`src/rtl/fsel_pkg.sv`:
```
package fsel_pkg;

    localparam int STATE_W = 3;

    typedef enum logic [STATE_W-1:0] {
        TS_RUN        = 3'd0,
        TS_IDLE       = 3'd1,
        TS_SQUASH     = 3'd2,
        TS_STALL      = 3'd3,
        TS_FILLED     = 3'd4,
        TS_WAIT_RESP  = 3'd5,
        TS_WAIT_RETRY = 3'd6,
        TS_OFF        = 3'd7
    } thr_state_e;

    typedef enum logic [1:0] {
        POL_SOLO = 2'd0,
        POL_RR   = 2'd1,
        POL_IQ   = 2'd2,
        POL_LSQ  = 2'd3
    } fetch_pol_e;

endpackage

```
`src/rtl/fsel_elig.sv`:
```
module fsel_elig
    import fsel_pkg::*;
#(
    parameter int NUM_THREADS = 4
) (
    input  logic [NUM_THREADS*STATE_W-1:0] thr_state,
    input  logic [NUM_THREADS-1:0]         active_mask,
    output logic [NUM_THREADS-1:0]         elig
);

    for (genvar t = 0; t < NUM_THREADS; t++) begin : g_thr
        thr_state_e st;
        assign st = thr_state_e'(thr_state[t*STATE_W +: STATE_W]);
        // inactive threads are masked before any policy is applied
        assign elig[t] = active_mask[t] &&
                         (st == TS_RUN || st == TS_IDLE || st == TS_FILLED);
    end

endmodule

```
`src/rtl/fsel_rr_list.sv`:
```
module fsel_rr_list #(
    parameter int NUM_THREADS = 4,
    parameter int TID_W       = 2
) (
    input  logic                   clk,
    input  logic                   rst,
    input  logic [NUM_THREADS-1:0] elig,
    input  logic                   advance,
    output logic [TID_W-1:0]       pick_tid,
    output logic                   pick_ok
);

    typedef struct packed {
        logic [NUM_THREADS-1:0][TID_W-1:0] order;
    } rr_state_t;

    rr_state_t st_d, st_q;
    int        pick_pos;

    always_comb begin
        pick_ok  = 1'b0;
        pick_tid = '0;
        pick_pos = 0;
        for (int i = 0; i < NUM_THREADS; i++) begin
            if (!pick_ok && elig[st_q.order[i]]) begin
                pick_ok  = 1'b1;
                pick_tid = st_q.order[i];
                pick_pos = i;
            end
        end
        st_d = st_q;
        if (advance && pick_ok) begin
            for (int i = 0; i < NUM_THREADS - 1; i++) begin
                if (i >= pick_pos) st_d.order[i] = st_q.order[i+1];
            end
            st_d.order[NUM_THREADS-1] = pick_tid;
        end
    end

    always_ff @(posedge clk) begin
        if (rst) begin
            for (int i = 0; i < NUM_THREADS; i++) st_q.order[i] <= TID_W'(i);
        end else begin
            st_q <= st_d;
        end
    end

    logic perm_ok;
    always_comb begin
        perm_ok = 1'b1;
        for (int j = 0; j < NUM_THREADS; j++) begin
            int hits;
            hits = 0;
            for (int i = 0; i < NUM_THREADS; i++)
                if (int'(st_q.order[i]) == j) hits++;
            if (hits != 1) perm_ok = 1'b0;
        end
    end


    rr_to_back_chk: assert property (@(posedge clk) disable iff (rst)
        (advance && pick_ok) |=> (st_q.order[NUM_THREADS-1] == $past(pick_tid)));


    rr_hold_chk: assert property (@(posedge clk) disable iff (rst)
        !(advance && pick_ok) |=> $stable(st_q));


    rr_perm_chk: assert property (@(posedge clk) disable iff (rst) perm_ok);

endmodule

```
`src/rtl/fsel_max_pick.sv`:
```
module fsel_max_pick #(
    parameter int NUM_THREADS = 4,
    parameter int CNT_W       = 6,
    parameter int TID_W       = 2
) (
    input  logic [NUM_THREADS-1:0]       elig,
    input  logic [NUM_THREADS*CNT_W-1:0] counts,
    output logic [TID_W-1:0]             pick_tid,
    output logic                         pick_ok
);

    logic [CNT_W-1:0] best;

    always_comb begin
        pick_ok  = 1'b0;
        pick_tid = '0;
        best     = '0;
        for (int t = 0; t < NUM_THREADS; t++) begin
            // strict compare keeps the lower id on a tie
            if (elig[t] && (!pick_ok || counts[t*CNT_W +: CNT_W] > best)) begin
                pick_ok  = 1'b1;
                pick_tid = TID_W'(t);
                best     = counts[t*CNT_W +: CNT_W];
            end
        end
    end

endmodule

```
`src/rtl/fsel_thread_select.sv`:
```
module fsel_thread_select
    import fsel_pkg::*;
#(
    parameter int NUM_THREADS = 4,
    parameter int CNT_W       = 6,
    localparam int TID_W      = (NUM_THREADS > 1) ? $clog2(NUM_THREADS) : 1
) (
    input  logic                           clk,
    input  logic                           rst,
    input  logic [1:0]                     policy,
    input  logic [NUM_THREADS*STATE_W-1:0] thr_state,
    input  logic [NUM_THREADS-1:0]         active_mask,
    input  logic [NUM_THREADS*CNT_W-1:0]   iq_count,
    input  logic [NUM_THREADS*CNT_W-1:0]   lsq_count,
    output logic [TID_W-1:0]               sel_tid,
    output logic                           sel_none
);

    logic [NUM_THREADS-1:0] elig;

    fsel_elig #(.NUM_THREADS(NUM_THREADS)) u_elig (
        .thr_state   (thr_state),
        .active_mask (active_mask),
        .elig        (elig)
    );

    if (NUM_THREADS == 1) begin : g_one
        // a single configured thread bypasses the policy
        always_comb begin
            sel_tid  = '0;
            sel_none = !elig[0];
        end
    end else begin : g_multi
        fetch_pol_e                 pol;
        logic [TID_W-1:0]           rr_tid, mx_tid;
        logic                       rr_ok, mx_ok;
        logic [NUM_THREADS*CNT_W-1:0] pol_cnt;

        assign pol     = fetch_pol_e'(policy);
        assign pol_cnt = (pol == POL_LSQ) ? lsq_count : iq_count;

        fsel_rr_list #(.NUM_THREADS(NUM_THREADS), .TID_W(TID_W)) u_rr (
            .clk      (clk),
            .rst      (rst),
            .elig     (elig),
            .advance  (pol == POL_RR),
            .pick_tid (rr_tid),
            .pick_ok  (rr_ok)
        );

        fsel_max_pick #(.NUM_THREADS(NUM_THREADS), .CNT_W(CNT_W), .TID_W(TID_W)) u_max (
            .elig     (elig),
            .counts   (pol_cnt),
            .pick_tid (mx_tid),
            .pick_ok  (mx_ok)
        );

        always_comb begin
            sel_tid  = '0;
            sel_none = 1'b1;
            unique case (pol)
                POL_SOLO: sel_none = !elig[0];
                POL_RR: begin
                    sel_tid  = rr_ok ? rr_tid : '0;
                    sel_none = !rr_ok;
                end
                default: begin
                    sel_tid  = mx_ok ? mx_tid : '0;
                    sel_none = !mx_ok;
                end
            endcase
        end

        logic beaten;
        always_comb begin
            beaten = 1'b0;
            for (int j = 0; j < NUM_THREADS; j++) begin
                if (elig[j] &&
                    (pol_cnt[j*CNT_W +: CNT_W] > pol_cnt[int'(sel_tid)*CNT_W +: CNT_W] ||
                     (pol_cnt[j*CNT_W +: CNT_W] == pol_cnt[int'(sel_tid)*CNT_W +: CNT_W] &&
                      j < int'(sel_tid))))
                    beaten = 1'b1;
            end
        end


        max_pick_chk: assert property (@(posedge clk) disable iff (rst)
            ((pol == POL_IQ || pol == POL_LSQ) && !sel_none) |-> !beaten);


        solo_illegal_chk: assert property (@(posedge clk) disable iff (rst)
            pol != POL_SOLO);
    end

    thr_state_e sel_st;
    assign sel_st = thr_state_e'(thr_state[int'(sel_tid)*STATE_W +: STATE_W]);


    sel_legal_chk: assert property (@(posedge clk) disable iff (rst)
        !sel_none |-> (active_mask[sel_tid] &&
                       (sel_st == TS_RUN || sel_st == TS_IDLE || sel_st == TS_FILLED)));


    none_chk: assert property (@(posedge clk) disable iff (rst)
        (elig == '0) |-> (sel_none && sel_tid == '0));

endmodule

```
`config.mk`:
```
export PLATFORM = sky130hd
export DESIGN_NAME = fsel_thread_select
export DESIGN_NICKNAME = d
export VERILOG_FILES = /design/src/rtl/fsel_pkg.sv /design/src/rtl/fsel_elig.sv /design/src/rtl/fsel_rr_list.sv /design/src/rtl/fsel_max_pick.sv /design/src/rtl/fsel_thread_select.sv
export SDC_FILE = /design/constraint.sdc
export NUM_CORES = 1
export LEC_CHECK = 0
export BUFFER_PORTS_ARGS = -buffer_cell sky130_fd_sc_hd__buf_2
export CAP_MARGIN = 20
export CORE_MARGIN = 2
export CORE_UTILIZATION = 52
export DETAILED_ROUTE_END_ITERATION = 10
export GPL_TIMING_DRIVEN = 1
export HOLD_SLACK_MARGIN = 0.08
export PLACE_DENSITY = 0.89
export SKIP_CTS_REPAIR_TIMING = 1
export SLEW_MARGIN = 15
export SYNTH_ARGS = -nofsm -noshare
export SYNTH_HDL_FRONTEND = slang
export SYNTH_SLANG_ARGS = --single-unit
export TNS_END_PERCENT = 10
```
`constraint.sdc`:
```
create_clock -name clk -period 23.3 [get_ports clk]
set_input_delay 4.66 -clock clk [delete_from_list [all_inputs] [get_ports clk]]
set_output_delay 4.66 -clock clk [all_outputs]
set_load 0.05 [all_outputs]
```
==> flow_summary_export.csv <==
group,metric,value,unit
status,status,"finished, final reports clean",
sta,hold-worst-slack,556,ps
finish,seq_area,160,um2
drt,drt_wl_total,4280,um
sta,finalMaxSlewViolations,0,
yosys,synth_top_area_share,13.6,%
finish,num_antenna_cells,0,
hold_path,hold_path_end,"g_multi.u_rr.st_q[1]$_SDFFE_PP0P_",
die,die_w,60.4,um
sta,finalSetupViolCount,0,
setup_path,crit_path_end_kind,"output pin",
sta,finalHoldViolations,0,
setup_path,worst_r2r_path_depth,4,
power_and_ir_drop,p_total,0.0644,mW
hold_path,holdCritPathClass,"reg2reg",
finish,area_growth,24.6,%
global_route,track_usage,24.4,%
hold_path,hold_path.startpoint,"g_multi.u_rr.st_q[1]$_SDFFE_PP0P_",
job,max-cap-violations,0,
setup_path,r2r_start,"g_multi.u_rr.st_q[1]$_SDFFE_PP0P_",
die,die_area,3650,um2
sta,min_period_over_period,64.2,%
yosys,synth_edf_count,0,
finish,drive_above_1_share,35.8,%
clocking,clk_latency,260,ps
sta,finClkSkew,3.56,ps
clocking,numClockSinks,8,
power_and_ir_drop,p_leak,1.04,nW
sta,tightest_slew,670,ps
die,ios,71,
die,rows,20,
finish,largest_reg_flops,8,
clocking,cts.htree.levels,1,
yosys,syn_avg_cell_area,7.96,um2
yosys,syn_area,1660,um2
power_and_ir_drop,pwr_density_cell,31.2,nW/um2
die,core_area,3050,um2
setup_path,worstPathArrival,10300,ps
yosys,synthArstFlopShare,0,%
clocking,clk_path_buf_depth,2,
drt,drtAntennaViolNets,0,
finish,nNetsFinal,362,
yosys,ys_ff_latch,8,
placement,gp_congestion,0.854,
drt,drt-initial-drc-count,67,
die,dieHeight,60.4,um
sta,period_minus_slack,14960,ps
global_route,grt_max_degree,25,
global_route,gr-total-overflow,0,
yosys,synthFlopType,"dfxtp_1",
setup_path,timing.rr.end,"g_multi.u_rr.st_q[4]$_SDFFE_PP0P_",
clocking,cts-root-buf,"clkbuf_4",
clocking,cts_tree,"done",
drt,drc_errors,0,
yosys,synth.area.top_cells,"ha_1 (14%), mux2_2 (12%), dfxtp_1 (9.7%)",
drt,dr.pass1.iters,4,
yosys,synth_common_cells,"nand2_1 (31), ha_1 (18), mux2_2 (17), mux2i_1 (14), inv_1 (13)",
sta,fmax,66.8,MHz
setup_path,critPathMaxFanout,20,
clocking,clk_pin_slew,50,ps
yosys,yosys.area.top_type,"ha_1",
sta,rsz0062_at_grt,"false",
sta,fin_setup_tns,0,ps
placement,dp_hpwl,3540,um
power_and_ir_drop,ir_drop,0.0287,mV
yosys,syn-num-nets,294,
finish,fill_cells,257,
drt,viasPerCell,5.80,
finish,top_register,"g_multi.u_rr.st_q",
yosys,ys_seq_area_share,9.67,%
drt,routedWlPerCell,13.4,um
global_route,grt_pass1_vias,1780,
yosys,synthDistinctLibCells,38,
placement,numPortBuffers,70,
yosys,synth_warnings,0,
yosys,syn-instance-count,208,
die,initial_core_util,54.2,%
hold_path,whs_path_depth,2,
clocking,cts_buffers,3,
drt,num_vias,1845,
finish,reg_top3,"g_multi.u_rr.st_q: 8 flops",
sta,slew_headroom,55.4,%
setup_path,ff2ff_setup_slack,21480,ps
setup_path,start_kind,"input pin",
finish,multiInputGateArea,1400,um2
global_route,grt_antenna_before_repair,0,
setup_path,cp_data_required_time,18640,ps
setup_path,critical_path_class,"in2out",
yosys,yosysMostFrequentCell,"nand2_1",
global_route,grt_pass1_wl,6990,um
where the power goes:
part	internal [mW]	switching, mW
Sequential	0.0144	0.00121
Clock	0.00590	0.00478
Combinational	0.0182	0.0200
Total	0.0384	0.0260
cell usage in the layout (no fill, tap or decap), types with 4 or more instances in the layout:
master and count:
nand4_1 5, a21oi_1 12, ha_1 18, nor2_1 9, nand3_1 5, inv_1 13, a211oi_1 4, mux2_2 17
mux4_2 5, buf_2 70, mux2i_1 14, nand2_1 31, nand2b_1 7, nand3b_1 4, nor2b_1 5, dfxtp_1 8
a21o_1 6, o211ai_1 5, o21ai_0 4
cells by family (layout without fill, tap and decap cells):
logic type / count (synthesis) / after routing / synth area share, %
AND/OR/NAND/NOR: 74 / 74 / 22.1
AO/OA/AOI/OAI: 50 / 50 / 21.3
multiplexers: 37 / 37 / 27.5
buffers and inverters: 21 / 87 / 5.82
adder cells (fa/ha/maj): 18 / 18 / 13.6
flip-flops: 8 / 8 / 9.67
metrics by stage:
stage / cell area (um2) / std cells / setup slack, ps / util, %
global route: 2060 / 318 / 7860 / 67.6
finish: 2060 / 318 / 8340 / 67.6
floorplan: 1660 / 208 / 8860 / -
detailed placement: 2010 / 314 / 8030 / 65.9
CTS: 2040 / 317 / 8030 / 66.7
global placement: 2010 / 314 / 8190 / 65.9
worst max-delay path by stage:
stage,startpoint,to
floorplan,policy[1],sel_tid[1]
global placement,policy[1],sel_tid[0]
detailed placement,policy[1],sel_tid[0]
CTS,policy[1],sel_tid[0]
global route,policy[1],sel_tid[0]
finish,policy[0],sel_tid[0]
critical path, cell delays in order:
cell and delay (ps):
buf_2 140, nand2_1 300, buf_16 210, mux2_2 340, nand2_1 90, ha_1 260, nand4_1 120, a21oi_1 50
o32ai_1 500, a21o_1 340, or2_1 160, nand2_1 60, ha_1 290, a211oi_1 250, nor2_1 70, o32a_1 320
o21ai_2 360, nor2b_1 100, a31oi_1 190, ha_1 290, a21oi_1 150, a21boi_0 110, o32ai_1 270, a21oi_1 110
o21ai_0 200, o211ai_1 120, buf_2 230
routing by layer:
layer	track usage [%]	routed length [um]
met5	0	0
met4	6.21	76
met3	4.26	327
met1	31.8	1890
met2	42.1	1980
final cells by class:
type	instances	share of cell area, %
timing repair buffer	71	18.3
sequential	8	7.76
clock buffer	3	1.09
tap	44	2.67
inverter	13	2.37
multi-input combinational	179	67.8
No activity file was read; power rests on OpenSTA's default activity.
